[config.mk]
export PLATFORM = sky130hd
export DESIGN_NAME = seg_xlate_cache
export DESIGN_NICKNAME = d
export VERILOG_FILES = /design/src/rtl/segx_pkg.sv /design/src/rtl/segx_match.sv /design/src/rtl/segx_victim.sv /design/src/rtl/segx_satcnt.sv /design/src/rtl/seg_xlate_cache.sv
export SDC_FILE = /design/constraint.sdc
export NUM_CORES = 1
export LEC_CHECK = 0
export BUFFER_PORTS_ARGS = -buffer_cell sky130_fd_sc_hd__buf_2
export CORE_MARGIN = 10
export CORE_UTILIZATION = 45
export DETAILED_ROUTE_END_ITERATION = 7
export HOLD_SLACK_MARGIN = 0.15
export PLACE_DENSITY = 0.65
export SYNTH_ARGS = -nofsm -noshare
export SYNTH_HDL_FRONTEND = slang
export SYNTH_HIERARCHICAL = 1
export SYNTH_SLANG_ARGS = --single-unit
[constraint.sdc]
create_clock -name clk -period 6.1 [get_ports clk]
set_clock_uncertainty 0.1 [all_clocks]
set_input_delay 1.83 -clock clk [delete_from_list [all_inputs] [get_ports clk]]
set_output_delay 1.83 -clock clk [all_outputs]
set_load 0.02 [all_outputs]
[src/rtl/segx_pkg.sv]
package segx_pkg;
  typedef enum logic [1:0] {
    SX_IDLE   = 2'd0,
    SX_WAIT   = 2'd1,
    SX_REPLAY = 2'd2
  } segx_state_e;

  localparam logic [1:0] RSP_OK    = 2'd0;
  localparam logic [1:0] RSP_VIOL  = 2'd1;
  localparam logic [1:0] RSP_FAULT = 2'd2;
  localparam int         ACC_W     = 3;
endpackage

[src/rtl/segx_match.sv]
module segx_match #(
  parameter int N     = 4,
  parameter int SEG_W = 6,
  parameter int IDX_W = 2
) (
  input  logic [SEG_W-1:0]        key,
  input  logic [N-1:0][SEG_W-1:0] tags,
  input  logic [N-1:0]            valid,
  output logic                    hit,
  output logic [IDX_W-1:0]        idx
);
  logic [N-1:0] hv;

  for (genvar g = 0; g < N; g++) begin : g_cmp
    assign hv[g] = valid[g] && (tags[g] == key);
  end

  always_comb begin
    idx = '0;
    for (int i = N - 1; i >= 0; i--) begin
      if (hv[i]) idx = IDX_W'(i);
    end
  end

  assign hit = |hv;
endmodule

[src/rtl/segx_victim.sv]
module segx_victim #(
  parameter int N     = 4,
  parameter int IDX_W = 2
) (
  input  logic [N-1:0]     valid,
  input  logic [N-1:0]     refb,
  input  logic [IDX_W-1:0] hand,
  output logic [IDX_W-1:0] vic,
  output logic [N-1:0]     pass_clr,
  output logic [IDX_W-1:0] hand_nx
);
  logic             use_inv;
  logic [IDX_W-1:0] inv_idx;
  logic             found;
  logic [IDX_W-1:0] sweep_idx;
  logic [IDX_W-1:0] pos;
  logic [N-1:0]     sweep_clr;

  always_comb begin
    use_inv = 1'b0;
    inv_idx = '0;
    for (int i = N - 1; i >= 0; i--) begin
      if (!valid[i]) begin
        use_inv = 1'b1;
        inv_idx = IDX_W'(i);
      end
    end
  end

  always_comb begin
    found     = 1'b0;
    sweep_idx = hand;
    sweep_clr = '0;
    pos       = hand;
    for (int k = 0; k < N; k++) begin
      pos = IDX_W'(hand + IDX_W'(k));
      if (!found) begin
        if (!refb[pos]) begin
          found     = 1'b1;
          sweep_idx = pos;
        end else begin
          sweep_clr[pos] = 1'b1;
        end
      end
    end
  end

  assign vic      = use_inv ? inv_idx : sweep_idx;
  assign pass_clr = use_inv ? '0 : sweep_clr;
  assign hand_nx  = use_inv ? hand : IDX_W'(sweep_idx + 1'b1);
endmodule

[src/rtl/segx_satcnt.sv]
module segx_satcnt #(
  parameter int W = 8
) (
  input  logic         clk,
  input  logic         rst_n,
  input  logic         inc,
  input  logic         clr,
  output logic [W-1:0] cnt
);
  logic [W-1:0] cnt_d;
  logic         cnt_en;

  always_comb begin
    cnt_en = clr || (inc && (cnt != {W{1'b1}}));
    cnt_d  = clr ? '0 : cnt + 1'b1;
  end

  always_ff @(posedge clk or negedge rst_n) begin
    if (!rst_n)      cnt <= '0;
    else if (cnt_en) cnt <= cnt_d;
  end
endmodule

[src/rtl/seg_xlate_cache.sv]
module seg_xlate_cache
  import segx_pkg::*;
#(
  parameter int ENTRIES = 4,
  parameter int SEG_W   = 6,
  parameter int DISP_W  = 12,
  parameter int PHYS_W  = 16,
  parameter int CNT_W   = 8
) (
  input  logic              clk,
  input  logic              rst_n,
  input  logic              req_valid,
  output logic              req_ready,
  input  logic [SEG_W-1:0]  req_seg,
  input  logic [DISP_W-1:0] req_disp,
  input  logic [2:0]        req_acc,
  output logic              resp_valid,
  output logic [1:0]        resp_code,
  output logic [PHYS_W-1:0] resp_phys,
  output logic              miss_req,
  output logic [SEG_W-1:0]  miss_seg,
  input  logic              fill_valid,
  input  logic [PHYS_W-1:0] fill_base,
  input  logic [DISP_W:0]   fill_len,
  input  logic [2:0]        fill_rights,
  input  logic              fill_present,
  input  logic              flush,
  input  logic              cnt_clr,
  output logic [CNT_W-1:0]  lookup_cnt,
  output logic [CNT_W-1:0]  hit_cnt
);
  localparam int IDX_W = (ENTRIES > 1) ? $clog2(ENTRIES) : 1;
  localparam int LEN_W = DISP_W + 1;

  segx_state_e st_q, st_d;

  logic [ENTRIES-1:0][SEG_W-1:0]  tag_q,  tag_d;
  logic [ENTRIES-1:0][PHYS_W-1:0] base_q, base_d;
  logic [ENTRIES-1:0][LEN_W-1:0]  len_q,  len_d;
  logic [ENTRIES-1:0][ACC_W-1:0]  rgt_q,  rgt_d;
  logic [ENTRIES-1:0]             pres_q, pres_d;
  logic [ENTRIES-1:0]             vld_q,  vld_d;
  logic [ENTRIES-1:0]             refb_q, refb_d;
  logic [IDX_W-1:0]               hand_q, hand_d;

  logic [SEG_W-1:0]  pend_seg_q;
  logic [DISP_W-1:0] pend_disp_q;
  logic [2:0]        pend_acc_q;

  logic              rsp_v_d;
  logic [1:0]        rsp_code_d;
  logic [PHYS_W-1:0] rsp_phys_d;

  logic              accept, look_act, fill_we;
  logic [SEG_W-1:0]  look_seg;
  logic [DISP_W-1:0] look_disp;
  logic [2:0]        look_acc;
  logic              m_hit;
  logic [IDX_W-1:0]  m_idx;
  logic [IDX_W-1:0]  vic, vic_hand_nx;
  logic [ENTRIES-1:0] pass_clr;

  assign accept    = (st_q == SX_IDLE) && req_valid;
  assign look_act  = accept || (st_q == SX_REPLAY);
  assign fill_we   = (st_q == SX_WAIT) && fill_valid && !flush;
  assign look_seg  = (st_q == SX_REPLAY) ? pend_seg_q  : req_seg;
  assign look_disp = (st_q == SX_REPLAY) ? pend_disp_q : req_disp;
  assign look_acc  = (st_q == SX_REPLAY) ? pend_acc_q  : req_acc;

  segx_match #(.N(ENTRIES), .SEG_W(SEG_W), .IDX_W(IDX_W)) u_match (
    .key(look_seg), .tags(tag_q), .valid(vld_q), .hit(m_hit), .idx(m_idx)
  );

  segx_victim #(.N(ENTRIES), .IDX_W(IDX_W)) u_victim (
    .valid(vld_q), .refb(refb_q), .hand(hand_q),
    .vic(vic), .pass_clr(pass_clr), .hand_nx(vic_hand_nx)
  );

  segx_satcnt #(.W(CNT_W)) u_cnt_look (
    .clk(clk), .rst_n(rst_n), .inc(accept), .clr(cnt_clr), .cnt(lookup_cnt)
  );

  segx_satcnt #(.W(CNT_W)) u_cnt_hit (
    .clk(clk), .rst_n(rst_n), .inc(accept && m_hit), .clr(cnt_clr), .cnt(hit_cnt)
  );

  // response and sequencing
  always_comb begin
    rsp_v_d    = look_act && m_hit;
    rsp_code_d = RSP_OK;
    rsp_phys_d = '0;
    if (!pres_q[m_idx]) begin
      rsp_code_d = RSP_FAULT;
    end else if (({1'b0, look_disp} >= len_q[m_idx]) ||
                 ((look_acc & ~rgt_q[m_idx]) != 3'b000)) begin
      rsp_code_d = RSP_VIOL;
    end else begin
      rsp_phys_d = base_q[m_idx] + PHYS_W'(look_disp);
    end

    st_d = st_q;
    unique case (st_q)
      SX_IDLE:   if (accept && !m_hit) st_d = SX_WAIT;
      SX_WAIT:   if (fill_valid)       st_d = SX_REPLAY;
      SX_REPLAY: st_d = m_hit ? SX_IDLE : SX_WAIT;
      default:   st_d = SX_IDLE;
    endcase
  end

  // slot storage and replacement state
  always_comb begin
    tag_d  = tag_q;
    base_d = base_q;
    len_d  = len_q;
    rgt_d  = rgt_q;
    pres_d = pres_q;
    vld_d  = vld_q;
    refb_d = refb_q;
    hand_d = hand_q;
    if (flush) begin
      vld_d  = '0;
      refb_d = '0;
    end else if (fill_we) begin
      tag_d[vic]  = pend_seg_q;
      base_d[vic] = fill_base;
      len_d[vic]  = fill_len;
      rgt_d[vic]  = fill_rights;
      pres_d[vic] = fill_present;
      vld_d[vic]  = 1'b1;
      refb_d      = refb_q & ~pass_clr;
      refb_d[vic] = 1'b0;
      hand_d      = vic_hand_nx;
    end else if (look_act && m_hit) begin
      refb_d[m_idx] = 1'b1;
    end
  end

  always_ff @(posedge clk or negedge rst_n) begin
    if (!rst_n) begin
      st_q       <= SX_IDLE;
      tag_q      <= '0;
      base_q     <= '0;
      len_q      <= '0;
      rgt_q      <= '0;
      pres_q     <= '0;
      vld_q      <= '0;
      refb_q     <= '0;
      hand_q     <= '0;
      resp_valid <= 1'b0;
      resp_code  <= RSP_OK;
      resp_phys  <= '0;
    end else begin
      st_q       <= st_d;
      tag_q      <= tag_d;
      base_q     <= base_d;
      len_q      <= len_d;
      rgt_q      <= rgt_d;
      pres_q     <= pres_d;
      vld_q      <= vld_d;
      refb_q     <= refb_d;
      hand_q     <= hand_d;
      resp_valid <= rsp_v_d;
      resp_code  <= rsp_code_d;
      resp_phys  <= rsp_phys_d;
    end
  end

  always_ff @(posedge clk or negedge rst_n) begin
    if (!rst_n) begin
      pend_seg_q  <= '0;
      pend_disp_q <= '0;
      pend_acc_q  <= '0;
    end else if (accept) begin
      pend_seg_q  <= req_seg;
      pend_disp_q <= req_disp;
      pend_acc_q  <= req_acc;
    end
  end

  assign req_ready = (st_q == SX_IDLE);
  assign miss_req  = (st_q == SX_WAIT);
  assign miss_seg  = pend_seg_q;
endmodule

==> impl_metrics.json, run 1 <==
{
  "reg2reg_from": "st_q[1]$_DFFE_PN0P_",
  "path_clk_slew_ns": 0.06,
  "cts_made_buffers": 24,
  "required_ns": 6.40,
  "fin_crit_ns": 5.325,
  "min_path_type": "flop to flop",
  "die_x_um": 180.0,
  "timing.final.max_slew_violations": 0,
  "tns_ns": 0,
  "r2r_cells": 18,
  "cts_tree": "done",
  "crit_path_start_kind": "input pin",
  "track_usage_pct": 15.66,
  "ant_nets": 0,
  "rr_endpoint": "resp_phys[12]$_DFF_PN0_",
  "min_path_cells": 1,
  "synth_edf_count": 0,
  "fillers": 2173,
  "firstDrtPassIters": 4,
  "area_growth_pct": 14.46,
  "crit_chain": "buf_2 > mux2_2 > xnor2_1 > nand4_1 > or4_4 > a21oi_1 > nor2_4 > buf_12 > mux4_2 > ha_1 > inv_1 > fa_1 > nor2b_1 > o31a_1 > o211ai_1 > nand3b_1 > mux2i_1 > a31oi_1",
  "dieArea_um2": 32380,
  "drt_iter0_markers": 418,
  "async_reset_ff_share_pct": 100.0,
  "ys_dominant_reg_cell": "dfrtp_1",
  "cts.sinks": 224,
  "hold_ws_ns": 0.3959,
  "vias": 7274,
  "grt_pass1_vias": 7652,
  "fmax_mhz": 187.8,
  "run_status": "finished, final reports clean",
  "synth_area_leader_cell": "dfrtp_1",
  "dpl.hpwl_um": 17890,
  "post-route-period-util_pct": 87.30,
  "grt_pass1_wl_um": 41880,
  "worst_skew_pair.late_latency_ns": 0.53,
  "htreeDepth": 1,
  "leakage_nw": 6.081,
  "placement.io_buffers": 102,
  "rows": 58,
  "crit_fanout": 25,
  "cts-resized-gates": 0,
  "crit_type": "input pin to flop",
  "hold_start": "len_q[44]$_DFFE_PN0P_",
  "layout_common_cells": "224 x dfrtp_1, 195 x mux2_2, 101 x buf_2",
  "stdcell_count": 1324,
  "viasPerCell": 5.494,
  "endpoint_kind": "flop",
  "rsz0062_at_grt": "false",
  "drc": 0,
  "relSlewSlack_pct": 31.85,
  "core_um2": 25180,
  "max-cap-violations": 0,
  "path_delay_family": "simple AND/OR/NAND/NOR gates",
  "drive_gt1_share_pct": 41.69,
  "dp_cells": 1280,
  "cp_num_buf_inv": 3,
  "critPathArrivalTime_ns": 5.63,
  "grt_max_degree": 131,
  "synth_seq_cells": 224,
  "crit_slowest_cell": "or4_4",
  "syn_avg_cell_area_um2": 13.23,
  "final_common_cell": "dfrtp_1",
  "cts_root_buf": "clkbuf_16",
  "netlist_area_um2": 11510,
  "overflow": 0,
  "power_mw": 5.275,
  "min_to": "len_q[44]$_DFFE_PN0P_",
  "drt_wl_total_um": 25790,
  "pin_count": 103,
  "reg2reg_setup_slack_ns": 1.15,
  "synth_fp_nets": 961,
  "ys_top_cells_by_area": "dfrtp_1 49%, mux2_2 19%, mux4_2 5.3%",
  "cts_setup_buffers": 0,
  "vdd_ir_drop_max_mv": 0.2223,
  "wl_per_cell_um": 19.48,
  "nets": 1067,
  "critPathMaxStageDelay_ns": 0.43,
  "yosysWarningCount": 6,
  "globalplace.congestion": 0.8518,
  "start_util_pct": 45.72,
  "finalHoldViolCount": 0,
  "synthCells": 870,
  "die_height_um": 180.0,
  "synth_cell_types": 72,
  "cts_hold_buf": 0,
  "cts_buffer_depth": 3,
  "setup_viol": 0,
  "worst_pin_slew_ns": 1.022,
  "ys_seq_area_share_pct": 48.69,
  "synth_top_area_share_pct": 48.69,
  "pwr_density_cell_nw_per_um2": 400.3,
  "antenna_found_initial": 1
}
## cell usage after synthesis, types with 8 or more instances
library cell  instances
ha_1                 30
dfrtp_1             224
a31oi_1               9
nand2_1              24
nor2_1               42
a21oi_1              28
nor2b_1              10
o21ai_0              24
nand3_1               8
buf_2                19
mux4_1                8
a21o_1                8
nand4_1              10
mux4_2               27
mux2_2              195
inv_1                30
xor2_1               16
xnor2_1              16
mux2i_1              11
## worst reg2reg max path, delay by kind of cell (launching register included)
family | cells | cell delay, ns
AOI/OAI and AO/OA | 4 | 0.69
muxes | 3 | 1.06
buffers and inverters | 2 | 0.26
xor gates and xnor gates | 1 | 0.21
DFF | 1 | 0.40
and+or+nand+nor | 6 | 1.55
adders and majority gates | 2 | 0.59
## where the power goes
| group | leakage (nW) | switching [mW] | total [mW] | internal [mW] |
|---|---|---|---|---|
| logic | 2.75 | 0.866 | 1.72 | 0.850 |
| registers | 2.95 | 0.220 | 2.10 | 1.88 |
| clock network | 0.387 | 0.591 | 1.46 | 0.867 |
## per-stage QoR
stage	setup slack [ns]	utilization [%]	area, um2
floorplan	0.3395	-	11510
global placement	0.2683	49.19	12390
detailed placement	0.1961	49.19	12390
CTS	0.7549	52.33	13180
global route	0.4414	52.33	13180
finish	0.7745	52.34	13180
## worst max path at each step
stage / slack (ns) / from / cells past startpoint / end
2_1_floorplan: 0.34 / req_seg[3] / 19 / resp_phys[13]$_DFF_PN0_
5_1_grt: 0.44 / req_seg[4] / 17 / resp_phys[2]$_DFF_PN0_
3_5_place_dp: 0.20 / req_seg[3] / 17 / resp_phys[4]$_DFF_PN0_
3_3_place_gp: 0.27 / req_seg[0] / 18 / resp_phys[12]$_DFF_PN0_
6_report: 0.77 / req_seg[0] / 18 / resp_phys[12]$_DFF_PN0_
4_1_cts: 0.75 / req_seg[3] / 17 / resp_phys[4]$_DFF_PN0_
## layout make-up
cell class	count	area (um2)	area share, %
Multi-Input combinational cell	577	5570	42.27
Antenna cell	1	2.502	0.01899
Sequential cell	224	5605	42.53
Timing Repair Buffer	119	685.7	5.203
Clock buffer	31	636.9	4.832
Inverter	30	112.6	0.8545
Clock inverter	12	152.6	1.158
Tap cell	330	412.9	3.133
## cell families (layout without fill, tap and decap cells)
logic type	count (synthesis)	in the layout	synth area share, %
AO/OA/AOI/OAI	108	108	6.184
XOR/XNOR	33	33	2.575
adder cells (fa/ha/maj)	31	31	3.434
buffers and inverters	69	192	3.152
flip-flops	224	224	48.69
multiplexers	249	249	28.08
other	0	1	0
AND/OR/NAND/NOR	156	156	7.890
## flip-flops by register name, indices dropped and copies added (netlist names), 3 cells and up
register and cells:
base_q 64, len_q 52, tag_q 24, resp_phys 16
pend_disp_q 12, rgt_q 12, u_cnt_hit/cnt 8, u_cnt_look/cnt 8
miss_seg 6, pres_q 4, refb_q 4, vld_q 4
pend_acc_q 3
## per-layer routing
layer,vias up,routed length [um],GRT usage (%)
met2,129,11930,24.96
met4,0,397,3.606
met5,-,0,0
li1,3399,-,-
met1,3716,12270,21.60
met3,30,1198,3.032
(Power assumes the default switching activity.)
==> run 2: changes to the inputs <==
- CTS_BUF_LIST: not set -> sky130_fd_sc_hd__clkbuf_16
- SLEW_MARGIN: not set -> 40
==> run 2 against run 1 <==
Fmax is essentially flat. Utilization grew 0.63 points. Non-clock buffer count grew 1. Register-to-register slack is essentially flat. Wire length grew 0.63%. Die area is the same. Clock power grew 15%. Via count grew 0.95%. Critical endpoint is now resp_phys[4]$_DFF_PN0_. Largest power group unchanged.
==> impl_metrics.json, run 2 (synthesis results as in run 1) <==
{
  "timing.final.max_slew_violations": 0,
  "core_um2": 25180,
  "leakage_nw": 6.159,
  "pwr_density_cell_nw_per_um2": 411.2,
  "cts_hold_buf": 0,
  "firstDrtPassIters": 4,
  "worst_pin_slew_ns": 0.7174,
  "min_path_type": "flop to flop",
  "overflow": 0,
  "drc": 0,
  "globalplace.congestion": 0.8518,
  "crit_chain": "buf_2 > mux2_2 > xnor2_1 > nand4_1 > nor4_4 > a21oi_1 > nor2_4 > buf_12 > mux4_1 > inv_1 > ha_1 > a211oi_1 > nor2_1 > nor4b_1 > a221o_1 > nand4_4 > a211oi_1",
  "grt_max_degree": 96,
  "fillers": 2126,
  "post-route-period-util_pct": 87.29,
  "layout_common_cells": "224 x dfrtp_1, 195 x mux2_2, 101 x buf_2",
  "cts_root_buf": "clkbuf_16",
  "hold_ws_ns": 0.3963,
  "finalHoldViolCount": 0,
  "die_x_um": 180.0,
  "cts.sinks": 224,
  "viasPerCell": 5.538,
  "crit_path_start_kind": "input pin",
  "ant_nets": 0,
  "dieArea_um2": 32380,
  "nets": 1068,
  "dpl.hpwl_um": 18060,
  "final_common_cell": "dfrtp_1",
  "crit_type": "input pin to flop",
  "cp_common_cell": "a211oi_1",
  "cts_tree": "done",
  "critPathMaxStageDelay_ns": 0.58,
  "endpoint_kind": "flop",
  "crit_fanout": 25,
  "tns_ns": 0,
  "fmax_mhz": 187.8,
  "track_usage_pct": 15.97,
  "stdcell_count": 1326,
  "path_clk_slew_ns": 0.06,
  "grt_pass1_wl_um": 42820,
  "worst_skew_pair.late_latency_ns": 0.52,
  "rows": 58,
  "rsz0062_at_grt": "false",
  "top_register": "base_q",
  "required_ns": 6.43,
  "reg_top3": "base_q: 64 flops, len_q: 52 flops, tag_q: 24 flops",
  "cts_setup_buffers": 0,
  "vias": 7343,
  "antenna_found_initial": 1,
  "run_status": "finished, final reports clean",
  "max-cap-violations": 0,
  "pin_count": 103,
  "setup_viol": 0,
  "critPathArrivalTime_ns": 5.65,
  "fin_crit_ns": 5.324,
  "area_growth_pct": 15.83,
  "dp_cells": 1281,
  "crit_slowest_cell": "mux4_1",
  "relSlewSlack_pct": 52.00,
  "htreeDepth": 1,
  "cts_buffer_depth": 3,
  "post-route-util_pct": 52.96,
  "placement.io_buffers": 102,
  "wl_per_cell_um": 19.57,
  "drt_wl_total_um": 25960,
  "drt_iter0_markers": 469,
  "cts-resized-gates": 0,
  "start_util_pct": 45.72,
  "largest_reg_flops": 64,
  "die_height_um": 180.0,
  "drive_gt1_share_pct": 41.71,
  "timing.final.ws_setup_ns": 0.7755,
  "vdd_ir_drop_max_mv": 0.2025,
  "place_ws_ns": 0.2195,
  "cts_made_buffers": 24,
  "grt_pass1_vias": 7668
}
run 2: final cells by class:
class	count	area, um2	area share [%]
diodes	1	2.502	0.01876
clock buffers	25	625.6	4.691
clock inverters	19	294.0	2.205
inverters	30	112.6	0.8444
multi-input cells	577	5570	41.77
flip-flops and latches	224	5605	42.03
well taps	330	412.9	3.096
repair buffers	120	713.2	5.348
run 2: per-layer routing:
| layer | GRT usage [%] | vias up | wire, um | part of all wire, % |
|---|---|---|---|---|
| met5 | 0 | - | 0 | 0 |
| met2 | 24.85 | 169 | 11930 | 46 |
| met3 | 2.731 | 37 | 1085 | 4.2 |
| met1 | 22.46 | 3732 | 12370 | 48 |
| met4 | 4.400 | 0 | 574 | 2.2 |
| li1 | - | 3405 | - | - |
run 2: through the flow:
step,power (mW),area [um2]
after global placement,3.807,12390
after CTS,5.552,13330
after global routing,5.825,13330
final,5.484,13340
after detailed placement,3.845,12410
after floorplan,3.347,11510
run 2: path summary, 6_finish.rpt:
path / from / to / slack (ns) / depth (start not counted)
worst min register to register: len_q[16]$_DFFE_PN0P_ / len_q[16]$_DFFE_PN0P_ / 0.40 / 1
worst max-delay path: req_seg[4] / resp_phys[4]$_DFF_PN0_ / 0.78 / 17
worst max register to register: st_q[1]$_DFFE_PN0P_ / resp_phys[4]$_DFF_PN0_ / 1.15 / 17
max in group asynchronous: rst_n / len_q[19]$_DFFE_PN0P_ / 3.85 / 2
min in group asynchronous: rst_n / u_cnt_look/cnt[6]$_DFFE_PN0P_ / 1.16 / 1
worst min-delay path: len_q[16]$_DFFE_PN0P_ / len_q[16]$_DFFE_PN0P_ / 0.40 / 1
run 2: power by group:
group	switching (mW)	internal, mW	leakage (nW)	total (mW)
Combinational	0.857	0.851	2.76	1.71
Sequential	0.218	1.88	2.95	2.10
Clock	0.599	1.08	0.452	1.68
run 2: critical path, delay by kind of cell:
| kind | cells | cell delay [ns] |
|---|---|---|
| AO/OA/AOI/OAI | 4 | 0.91 |
| XOR/XNOR | 1 | 0.18 |
| adder cells (fa/ha/maj) | 1 | 0.23 |
| buffers and inverters | 3 | 0.42 |
| multiplexers | 2 | 0.89 |
| AND/OR/NAND/NOR | 6 | 1.16 |
==> run 3: changes to the inputs <==
- CTS_BUF_LIST: sky130_fd_sc_hd__clkbuf_16 -> sky130_fd_sc_hd__clkbuf_4
==> run 3 against run 2 <==
Non-clock buffer count stayed put. Sequential power barely moved. First-iteration DRC count is 17% lower. Critical endpoint unchanged.
==> impl_metrics.json, run 3 (synthesis results as in run 1) <==
{
  "pin_count": 103,
  "core_um2": 25180,
  "firstDrtPassIters": 5,
  "fin_crit_ns": 5.156,
  "worst_skew_pair.late_latency_ns": 0.69,
  "hold_ws_ns": 0.3992,
  "cts_setup_buffers": 0,
  "globalplace.congestion": 0.8518,
  "min_path_type": "flop to flop",
  "cts_root_buf": "clkbuf_4",
  "min_to": "len_q[35]$_DFFE_PN0P_",
  "rows": 58,
  "required_ns": 6.60,
  "leakage_nw": 6.167,
  "rsz0062_at_grt": "false",
  "worstSetupStartpoint": "req_seg[4]",
  "pwr_density_cell_nw_per_um2": 391.6,
  "viasPerCell": 5.448,
  "reg2reg_from": "st_q[0]$_DFFE_PN0P_",
  "reg2reg_setup_slack_ns": 1.14,
  "timing.final.ws_setup_ns": 0.9441,
  "critPathArrivalTime_ns": 5.66,
  "path_clk_slew_ns": 0.06,
  "wl_per_cell_um": 18.87,
  "ant_nets": 0,
  "grt_pass1_wl_um": 43080,
  "worst_pin_slew_ns": 0.7201,
  "rr_endpoint": "resp_phys[4]$_DFF_PN0_",
  "min_path_cells": 1,
  "post-route-period-util_pct": 84.52,
  "crit_fanout": 25,
  "grt_pass1_vias": 7971,
  "hold_start": "len_q[35]$_DFFE_PN0P_",
  "fmax_mhz": 194.0,
  "stdcell_count": 1387,
  "overflow": 0,
  "dpl.hpwl_um": 18060,
  "track_usage_pct": 16.09,
  "die_height_um": 180.0,
  "cts.sinks": 224,
  "die_x_um": 180.0,
  "timing.final.max_slew_violations": 0,
  "cts-resized-gates": 0,
  "run_status": "finished, final reports clean",
  "start_util_pct": 45.72,
  "grt_max_degree": 96,
  "max-cap-violations": 0,
  "place_ws_ns": 0.2195,
  "cts_made_buffers": 59,
  "r2r_cells": 17,
  "drive_gt1_share_pct": 44.55,
  "largest_reg_flops": 64,
  "dieArea_um2": 32380,
  "final_common_cell": "dfrtp_1",
  "antenna_found_initial": 2,
  "relSlewSlack_pct": 51.82,
  "area_growth_pct": 14.64,
  "drt_wl_total_um": 26170,
  "layout_common_cells": "224 x dfrtp_1, 195 x mux2_2, 101 x buf_2",
  "reg_top3": "base_q: 64 flops, len_q: 52 flops, tag_q: 24 flops",
  "crit_path_start_kind": "input pin",
  "drt_iter0_markers": 390,
  "nets": 1103,
  "crit_type": "input pin to flop",
  "cts_buffer_depth": 3,
  "vdd_ir_drop_max_mv": 0.1594,
  "placement.io_buffers": 102,
  "dp_cells": 1281,
  "htreeDepth": 2,
  "tns_ns": 0,
  "setup_viol": 0,
  "fillers": 2164,
  "vias": 7557,
  "endpoint_kind": "flop",
  "cts_tree": "done",
  "finalHoldViolCount": 0,
  "top_register": "base_q",
  "drc": 0,
  "cts_hold_buf": 0
}
run 3: cell types whose count changed in the layout (fill, tap and decap cells not counted), sizes merged:
cell and delta:
clkinv +9, diode +1, inv -3, clkinvlp -3, bufinv -6, clkbuf +63
run 3: cell type report:
class	count	area [um2]	area share, %
diodes	2	5.005	0.03792
clock buffers	88	660.6	5.005
clock inverters	16	118.9	0.9006
inverters	30	112.6	0.8532
multi-input cells	577	5570	42.20
flip-flops and latches	224	5605	42.47
well taps	330	412.9	3.128
repair buffers	120	713.2	5.403
run 3: report_power, final:
group          switching (mW)  leakage [nW]  internal, mW  total (mW)
Sequential              0.217          2.95          1.88        2.10
Clock                   0.618         0.460         0.741        1.36
Combinational           0.861          2.76         0.851        1.71
run 3: how the worst max path moves through the flow:
| stage | to | slack (ns) | depth (start not counted) |
|---|---|---|---|
| 4_1_cts | resp_phys[4]$_DFF_PN0_ | 0.99 | 17 |
| 5_1_grt | resp_phys[2]$_DFF_PN0_ | 0.68 | 17 |
| 2_1_floorplan | resp_phys[13]$_DFF_PN0_ | 0.34 | 19 |
| 3_5_place_dp | resp_phys[4]$_DFF_PN0_ | 0.22 | 17 |
| 3_3_place_gp | resp_phys[12]$_DFF_PN0_ | 0.27 | 18 |
| 6_report | resp_phys[4]$_DFF_PN0_ | 0.94 | 17 |
run 3: per-stage QoR:
step	area, um2	util, %	total power [mW]
detailed placement	12410	49.30	3.845
global route	13200	52.40	5.528
global placement	12390	49.19	3.807
floorplan	11510	-	3.347
CTS	13190	52.39	5.231
finish	13200	52.41	5.169
run 3: routing by layer:
| layer | part of all wire, % | GRT usage (%) | vias to the layer above |
|---|---|---|---|
| li1 | - | - | 3514 |
| met1 | 48 | 22.16 | 3829 |
| met2 | 46 | 24.75 | 179 |
| met3 | 4.6 | 3.675 | 35 |
| met4 | 1.6 | 4.863 | 0 |
| met5 | 0 | 0 | - |
run 3: critical path: stages:
cell      delay [ns]
buf_2           0.11
mux2_2          0.32
xnor2_1         0.18
nand4_1         0.18
nor4_4          0.25
a21oi_1         0.16
nor2_4          0.13
buf_12          0.24
mux4_1          0.58
inv_1           0.07
ha_1            0.23
a211oi_1        0.22
nor2_1          0.08
nor4b_1         0.24
a221o_1         0.26
nand4_4         0.28
a211oi_1        0.27
